==> src/rtl/i2s_clkgen_pkg.sv <==
`timescale 1ns/1ps
package i2s_clkgen_pkg;
  // bit periods in one half frame at the shortest ratio (/32)
  localparam int HALF_BITS_MIN = 16;
  localparam int MAX_SHIFT = 2;
  localparam int BIT_CNT_W = $clog2(HALF_BITS_MIN << MAX_SHIFT);
  localparam int PRE_W = 1;

  typedef struct packed {
    logic       clear;
    logic       tick;
    logic [1:0] frameCode;
  } strobe_t;

  // last bit index of a half frame for a frame code; 11 behaves as 10
  function automatic logic [BIT_CNT_W-1:0] lastBitOf(input logic [1:0] code);
    int sh;
    sh = (int'(code) > MAX_SHIFT) ? MAX_SHIFT : int'(code);
    return BIT_CNT_W'((HALF_BITS_MIN << sh) - 1);
  endfunction
endpackage

==> src/rtl/i2s_clkgen_ctrl.sv <==
`timescale 1ns/1ps
module i2s_clkgen_ctrl
  import i2s_clkgen_pkg::*;
(
  input  logic    clk,
  input  logic    rst_n,
  input  logic    serEn,
  input  logic    sclkDivSel,
  input  logic [1:0] frameDivSel,
  input  logic    frameEnd,
  output strobe_t stb,
  output logic    slowAct
);
  logic [1:0]       codeAct;
  logic [PRE_W-1:0] preCnt;
  logic [PRE_W-1:0] preLast;
  logic             tickNow;

  assign preLast = slowAct ? PRE_W'(1) : PRE_W'(0);
  assign tickNow = serEn && (preCnt == preLast);

  always_ff @(posedge clk) begin
    if (!rst_n) begin
      slowAct <= 1'b0;
      codeAct <= 2'b00;
      preCnt  <= '0;
    end else if (!serEn) begin
      slowAct <= sclkDivSel;
      codeAct <= frameDivSel;
      preCnt  <= '0;
    end else begin
      if (tickNow) preCnt <= '0;
      else         preCnt <= preCnt + PRE_W'(1);
      if (frameEnd) begin
        slowAct <= sclkDivSel;
        codeAct <= frameDivSel;
      end
    end
  end

  always_comb begin
    stb.clear     = !serEn;
    stb.tick      = tickNow;
    stb.frameCode = codeAct;
  end
endmodule

==> src/rtl/i2s_clkgen_dp.sv <==
`timescale 1ns/1ps
module i2s_clkgen_dp
  import i2s_clkgen_pkg::*;
(
  input  logic    clk,
  input  logic    rst_n,
  input  strobe_t stb,
  output logic    sclk,
  output logic    lrclk,
  output logic    frameEnd
);
  logic [BIT_CNT_W-1:0] bitCnt;
  logic [BIT_CNT_W-1:0] lastBit;
  logic                 fallNow;
  logic                 halfDone;

  assign lastBit  = lastBitOf(stb.frameCode);
  assign fallNow  = stb.tick && sclk;
  assign halfDone = fallNow && (bitCnt == lastBit);
  assign frameEnd = halfDone && lrclk;

  always_ff @(posedge clk) begin
    if (!rst_n || stb.clear) begin
      sclk   <= 1'b0;
      lrclk  <= 1'b0;
      bitCnt <= '0;
    end else begin
      if (stb.tick) sclk <= ~sclk;
      if (halfDone) begin
        bitCnt <= '0;
        lrclk  <= ~lrclk;
      end else if (fallNow) begin
        bitCnt <= bitCnt + BIT_CNT_W'(1);
      end
    end
  end
endmodule

==> src/rtl/i2s_clkgen.sv <==
`timescale 1ns/1ps
module i2s_clkgen
  import i2s_clkgen_pkg::*;
(
  input  logic       clk,
  input  logic       rst_n,
  input  logic       serEn,
  input  logic       sclkDivSel,
  input  logic [1:0] frameDivSel,
  output logic       sclkOut,
  output logic       lrclkOut
);
  strobe_t stb;
  logic    slowAct;
  logic    frameEnd;

  i2s_clkgen_ctrl u_ctrl (
    .clk(clk), .rst_n(rst_n), .serEn(serEn),
    .sclkDivSel(sclkDivSel), .frameDivSel(frameDivSel),
    .frameEnd(frameEnd), .stb(stb), .slowAct(slowAct)
  );

  i2s_clkgen_dp u_dp (
    .clk(clk), .rst_n(rst_n), .stb(stb),
    .sclk(sclkOut), .lrclk(lrclkOut), .frameEnd(frameEnd)
  );
endmodule

==> config.mk <==
export PLATFORM = sky130hd
export DESIGN_NAME = i2s_clkgen
export DESIGN_NICKNAME = d
export VERILOG_FILES = /design/src/rtl/i2s_clkgen_pkg.sv /design/src/rtl/i2s_clkgen_ctrl.sv /design/src/rtl/i2s_clkgen_dp.sv /design/src/rtl/i2s_clkgen.sv
export SDC_FILE = /design/constraint.sdc
export NUM_CORES = 1
export LEC_CHECK = 0
export BUFFER_PORTS_ARGS = -buffer_cell sky130_fd_sc_hd__buf_2
export CAP_MARGIN = 10
export CORE_AREA = 8 8 45 47
export DETAILED_ROUTE_END_ITERATION = 12
export DIE_AREA = 0 0 53 55
export HOLD_SLACK_MARGIN = 0.15
export PLACE_DENSITY_LB_ADDON = 0.1
export SYNTH_ARGS = -nofsm -noshare
export SYNTH_HDL_FRONTEND = slang
export SYNTH_SLANG_ARGS = --single-unit
==> constraint.sdc <==
create_clock -name clk -period 4.75 [get_ports clk]
set_clock_uncertainty 0.2 [all_clocks]
set_input_delay 0.2375 -clock clk [delete_from_list [all_inputs] [get_ports clk]]
set_output_delay 0.2375 -clock clk [all_outputs]
set_load 0.1 [all_outputs]
# After elaboration in Yosys (flattened, before gate mapping)
# Cells that the tools add are included.
totals:
  regBits: 12
  inputBits: 6
  output_inout_bits: 2
  wordCells: 33
op_classes:
  n_addsub: 3
  order_cmp: 1
  eq_ne: 3
  shifts: 1
  muxes: 6
  bitwise: 4
  n_reduce_logical: 9
op_table:
  columns: ["operator", "count"]
  rows:
  - ["5-bit by 32-bit << shifter with 6-bit output (first input constant)", 1]
  - ["6-bit by 1-bit adder with 6-bit output (second input constant)", 1]
  - ["6-bit == test", 1]
  - ["2-bit two-way mux", 3]
  - ["6-bit by 2-bit subtractor with 6-bit output (second input constant)", 1]
  - ["1-bit logical AND", 4]
  - ["1-bit NOT", 4]
  - ["1-bit two-way mux", 3]
  - ["3-bit OR reduction", 1]
  - ["2-bit greater-than comparator (second input constant)", 1]
  - ["1-bit zero test", 2]
  - ["2-bit by 1-bit != test with 1-bit output (second input constant)", 1]
  - ["2-bit OR reduction", 1]
  - ["1-bit adder (second input constant)", 1]
  - ["1-bit == test", 1]
  - ["1-bit logical OR", 1]

# Longest topological paths before layout
depth:
  ltp_word: 9
  depth_mapped: 5
  mapped_depth_nobuf: 5

# Hierarchy
# A second synthesis with hierarchy kept.
hier_totals:
  hier_cells: 60
  area_unflattened_um2: 565.5
modules_own_cells:
  columns: ["mod", "instances", "cells_per_inst", "area_each_um2", "seq_area_each_um2"]
  rows:
  - ["i2s_clkgen_dp", 1, 41, 384.1, 160.2]
  - ["i2s_clkgen_ctrl", 1, 19, 181.4, 80.1]

# Worst setup path after synthesis
# No wires, ideal clock.
synth_path:
  path_type: "register -> register"
  from: "reg u_dp.sclk"
  to: "reg u_ctrl.codeAct[0]"
  setup_ns: 0.124
  arrival_ns: 1.727
  t_required_ns: 4.426
  slack_ns: 2.699
  stages_incl_launch_ff: 5
  n_path_buf: 0
  synth_period_minus_slack_ns: 2.051
  path_cell_list: "dfxtp_1 > and2_1 > and3_4 > a31oi_4 > mux2i_1"
synth_via:
  elab_chain_len: 4
synth_lines:
  columns: ["element", "line_no", "text"]
  rows:
  - ["start, declared", "i2s_clkgen_dp.sv:8", "output logic sclk,"]
  - ["start signal, assigned", "i2s_clkgen_dp.sv:28", "if (stb.tick) sclk <= ~sclk;"]
  - ["1-bit logical AND", "i2s_clkgen_dp.sv:18", "assign fallNow = stb.tick && sclk;"]
  - ["1-bit logical AND", "i2s_clkgen_dp.sv:19", "assign halfDone = fallNow && (bitCnt == lastBit);"]
  - ["1-bit logical AND", "i2s_clkgen_dp.sv:20", "assign frameEnd = halfDone && lrclk;"]
  - ["2-bit by 1-bit != test with 1-bit output (no source line)", null, null]
  - ["end signal, assigned", "i2s_clkgen_ctrl.sv:29", "codeAct <= frameDivSel;"]
  - ["end signal, assigned", "i2s_clkgen_ctrl.sv:36", "codeAct <= frameDivSel;"]
  - ["end, declared", "i2s_clkgen_ctrl.sv:14", "logic [1:0] codeAct;"]
# Every way passes these cells.
# A chain may end at the register's enable or synchronous reset.

# Worst setup path after layout
layout_path:
  from: "reg u_dp.bitCnt[0]"
  to: "reg u_ctrl.codeAct[0]"
layout_via:
  elab_chain_len: 4
layout_lines:
  columns: ["element", "line_no", "text"]
  rows:
  - ["start, declared", "i2s_clkgen_dp.sv:12", "logic [BIT_CNT_W-1:0] bitCnt;"]
  - ["start signal, assigned", "i2s_clkgen_dp.sv:33", "bitCnt <= bitCnt + BIT_CNT_W'(1);"]
  - ["6-bit == test", "i2s_clkgen_dp.sv:19", null]
  - ["1-bit logical AND", "i2s_clkgen_dp.sv:19", null]
  - ["1-bit logical AND", "i2s_clkgen_dp.sv:20", null]
  - ["2-bit by 1-bit != test with 1-bit output (no source line)", null, null]
# Every way passes these cells.

==> results_dict.tcl <==
set metrics [dict create \
    final_common_cell "dfxtp_1" \
    grt_use_total_pct 10.0 \
    synth.area.mux_share_pct 5.22 \
    synth_area_leaders "dfxtp_1 (42%), xnor2_1 (7.6%), nand2_1 (6.5%)" \
    io_pins 8 \
    synth_warnings 0 \
    final_util_pct 53.7 \
    port_buffers 7 \
    cts_setup_buffers 0 \
    drive_gt1_share_pct 17.3 \
    slew_headroom_pct 67.9 \
    clock_sinks 12 \
    fin_tns_setup_ns 0 \
    synth_top_family_by_area "simple AND/OR/NAND/NOR gates" \
    syn_avg_cell_area_um2 9.28 \
    root_buffer "clkbuf_4" \
    top_layer_used "met4" \
    synth_compound_area_share_pct 12.2 \
    yosys.area.top_type_share_pct 41.7 \
    wl_met2_um 533 \
    cp-end-kind "flop" \
    yosysSeqAreaShare_pct 41.7 \
    synth-seq-cells 12 \
    drt-vias-per-instance 5.07 \
    synthAdderAreaFrac_pct 2.17 \
    p_leak_nw 0.298 \
    cts-resized-gates 0 \
    dr_wl_met3_um 64 \
    power_density_mw_per_mm2 266 \
    crit_fanout 3 \
    fill_cells 138 \
    drv_slew 0 \
    postCtsHoldBufs 9 \
    grt-ovfl-total 0 \
    placed_cells 85 \
    totalWireLength_um 1190 \
    syn-num-nets 69 \
    hold_violations 0 \
    fin_crit_sh_pct 46.5 \
    ys_types 23 \
    min_path_type "input port to flop" \
    drt_iter0_drc 7 \
    status "finished, final reports clean" \
    wire_per_inst_um 12.2 \
    core_area_mm2 0.00138 \
    grt_max_degree 8 \
    syn_to_final_growth_pct 29.1 \
    die_x_um 53 \
    yosysTopAreaCell "dfxtp_1" \
    cts_buffers 3 \
    htree_levels 1 \
    synth_xor_xnor_area_share_pct 15.0 \
    n_antenna_cell 0 \
    cts_max_path_buffers 2 \
    fmax_mhz 452 \
    multi_input_comb_area_um2 332 \
    row_count 14 \
    critical_path_class "flop to flop" \
    start_kind "flop" \
    die_area_mm2 0.00292 \
    tightest_slew_ns 0.485 \
    hp-start "serEn" \
    syn_area_um2 576 \
    cap_violations 0 \
    wl_met1_um 552 \
    rsz0062_at_grt "no" \
    mostFrequentLayoutCells "dfxtp_1 (12), nand2_1 (10), dlygate4sd3_1 (9)" \
    crit_required_ns 4.77 \
    final_cells 97 \
    syn-instance-count 62 \
    vias 492 \
    hold-path-cell-count 3 \
    grt_pass1_wl_um 2080 \
    setup_viol 0 \
    gp_congestion 0.689 \
    final_antenna_net_count 0 \
    hold_end "u_dp.lrclk" \
    clk_pin_slew_worst_paths_ns 0.07 \
    post-route-drc-count 0 \
    r2r_end "u_ctrl.codeAct[0]" \
    drtPass1Iterations 3 \
    peakVddDrop_mv 0.125 \
    dieHeight_um 55 \
    ff2ff_path_depth 6 \
    clkLatencyLatePin_ns 0.27 \
    r2r_setup_slack_ns 2.54 \
    nets 90 \
    initial_core_util_pct 41.6 \
    synthSimpleGateAreaFrac_pct 23.0 \
    worstPathArrival_ns 2.23 \
    finalCriticalPeriod_ns 2.21 \
    cts_tree "yes" \
    place_hpwl_um 845 \
    seqCellArea_um2 240 \
    antenna_found_initial 0 \
    first_global_vias 511 \
    rr_startpoint "u_dp.bitCnt[0]" \
]
[cell usage after synthesis]
cell / instances
o21ai_0: 2
xnor2_2: 1
nor3b_1: 1
a21o_1: 1
inv_1: 1
and3_4: 1
nand3_1: 4
a31oi_4: 1
mux2i_1: 3
o31a_1: 1
nand2_1: 10
nor2_1: 7
nor3_1: 1
xnor2_1: 5
or3_1: 1
xor2_1: 3
nor4_1: 1
and2_1: 1
dfxtp_1: 12
ha_1: 1
o31ai_2: 1
a21oi_1: 2
and3_1: 1
[worst max-delay path, stage by stage, from the launching register on]
cell and delay (ns):
dfxtp_1 0.34, ha_1 0.22, and3_1 0.20, and3_4 0.20, a31oi_4 0.24, mux2i_1 0.21
dlygate4sd3_1 0.55
[layer usage]
metal	track usage (%)	vias up
met5	0	-
met2	15.4	9
met4	7.76	0
met1	11.2	226
li1	-	252
met3	3.48	5
[logic make-up after synthesis]
logic type / after synthesis
XOR/XNOR: 9
AO/OA/AOI/OAI: 8
adder cells (fa/ha/maj): 1
buffers and inverters: 1
multiplexers: 3
AND/OR/NAND/NOR: 28
flip-flops: 12
[layout make-up]
type / count / area share, %
inverters: 1 / 0.505
flip-flops and latches: 12 / 32.3
repair buffers: 16 / 16.8
well taps: 16 / 2.69
clock buffers: 3 / 3.03
multi-input cells: 49 / 44.6
[per-stage QoR]
stage | area [µm²] | power [mW] | setup slack, ns | hold WS, ns
floorplan | 576 | 0.126 | 2.70 | 0.176
global placement | 631 | 0.132 | 3.13 | 0.269
detailed placement | 631 | 0.132 | 3.10 | 0.273
CTS | 743 | 0.200 | 2.55 | 0.158
global route | 743 | 0.208 | 2.44 | 0.208
finish | 743 | 0.198 | 2.54 | 0.160
[sequential cells by signal (all words and copies together) (netlist names)]
name and cells:
u_ctrl.codeAct 2, u_ctrl.preCnt 1, u_ctrl.slowAct 1, u_dp.bitCnt 6, u_dp.sclk 1, u_dp.lrclk 1
[worst max-delay path by stage]
stage / startpoint / to / cells past startpoint / slack [ns]
CTS: u_dp.bitCnt[0] / u_ctrl.codeAct[1] / 6 / 2.55
detailed placement: u_dp.bitCnt[0] / u_ctrl.codeAct[1] / 5 / 3.10
global route: u_dp.bitCnt[0] / u_ctrl.slowAct / 6 / 2.44
finish: u_dp.bitCnt[0] / u_ctrl.codeAct[0] / 6 / 2.54
floorplan: u_dp.sclk / u_ctrl.codeAct[0] / 4 / 2.70
global placement: u_dp.bitCnt[0] / u_ctrl.slowAct / 5 / 3.13
[where the power goes]
part	switching (mW)	total [mW]	internal (mW)
registers	0.00283	0.106	0.103
clock network	0.0332	0.0626	0.0294
logic	0.0157	0.0294	0.0138
total	0.0517	0.198	0.146
No activity file was read; power rests on OpenSTA's default activity.
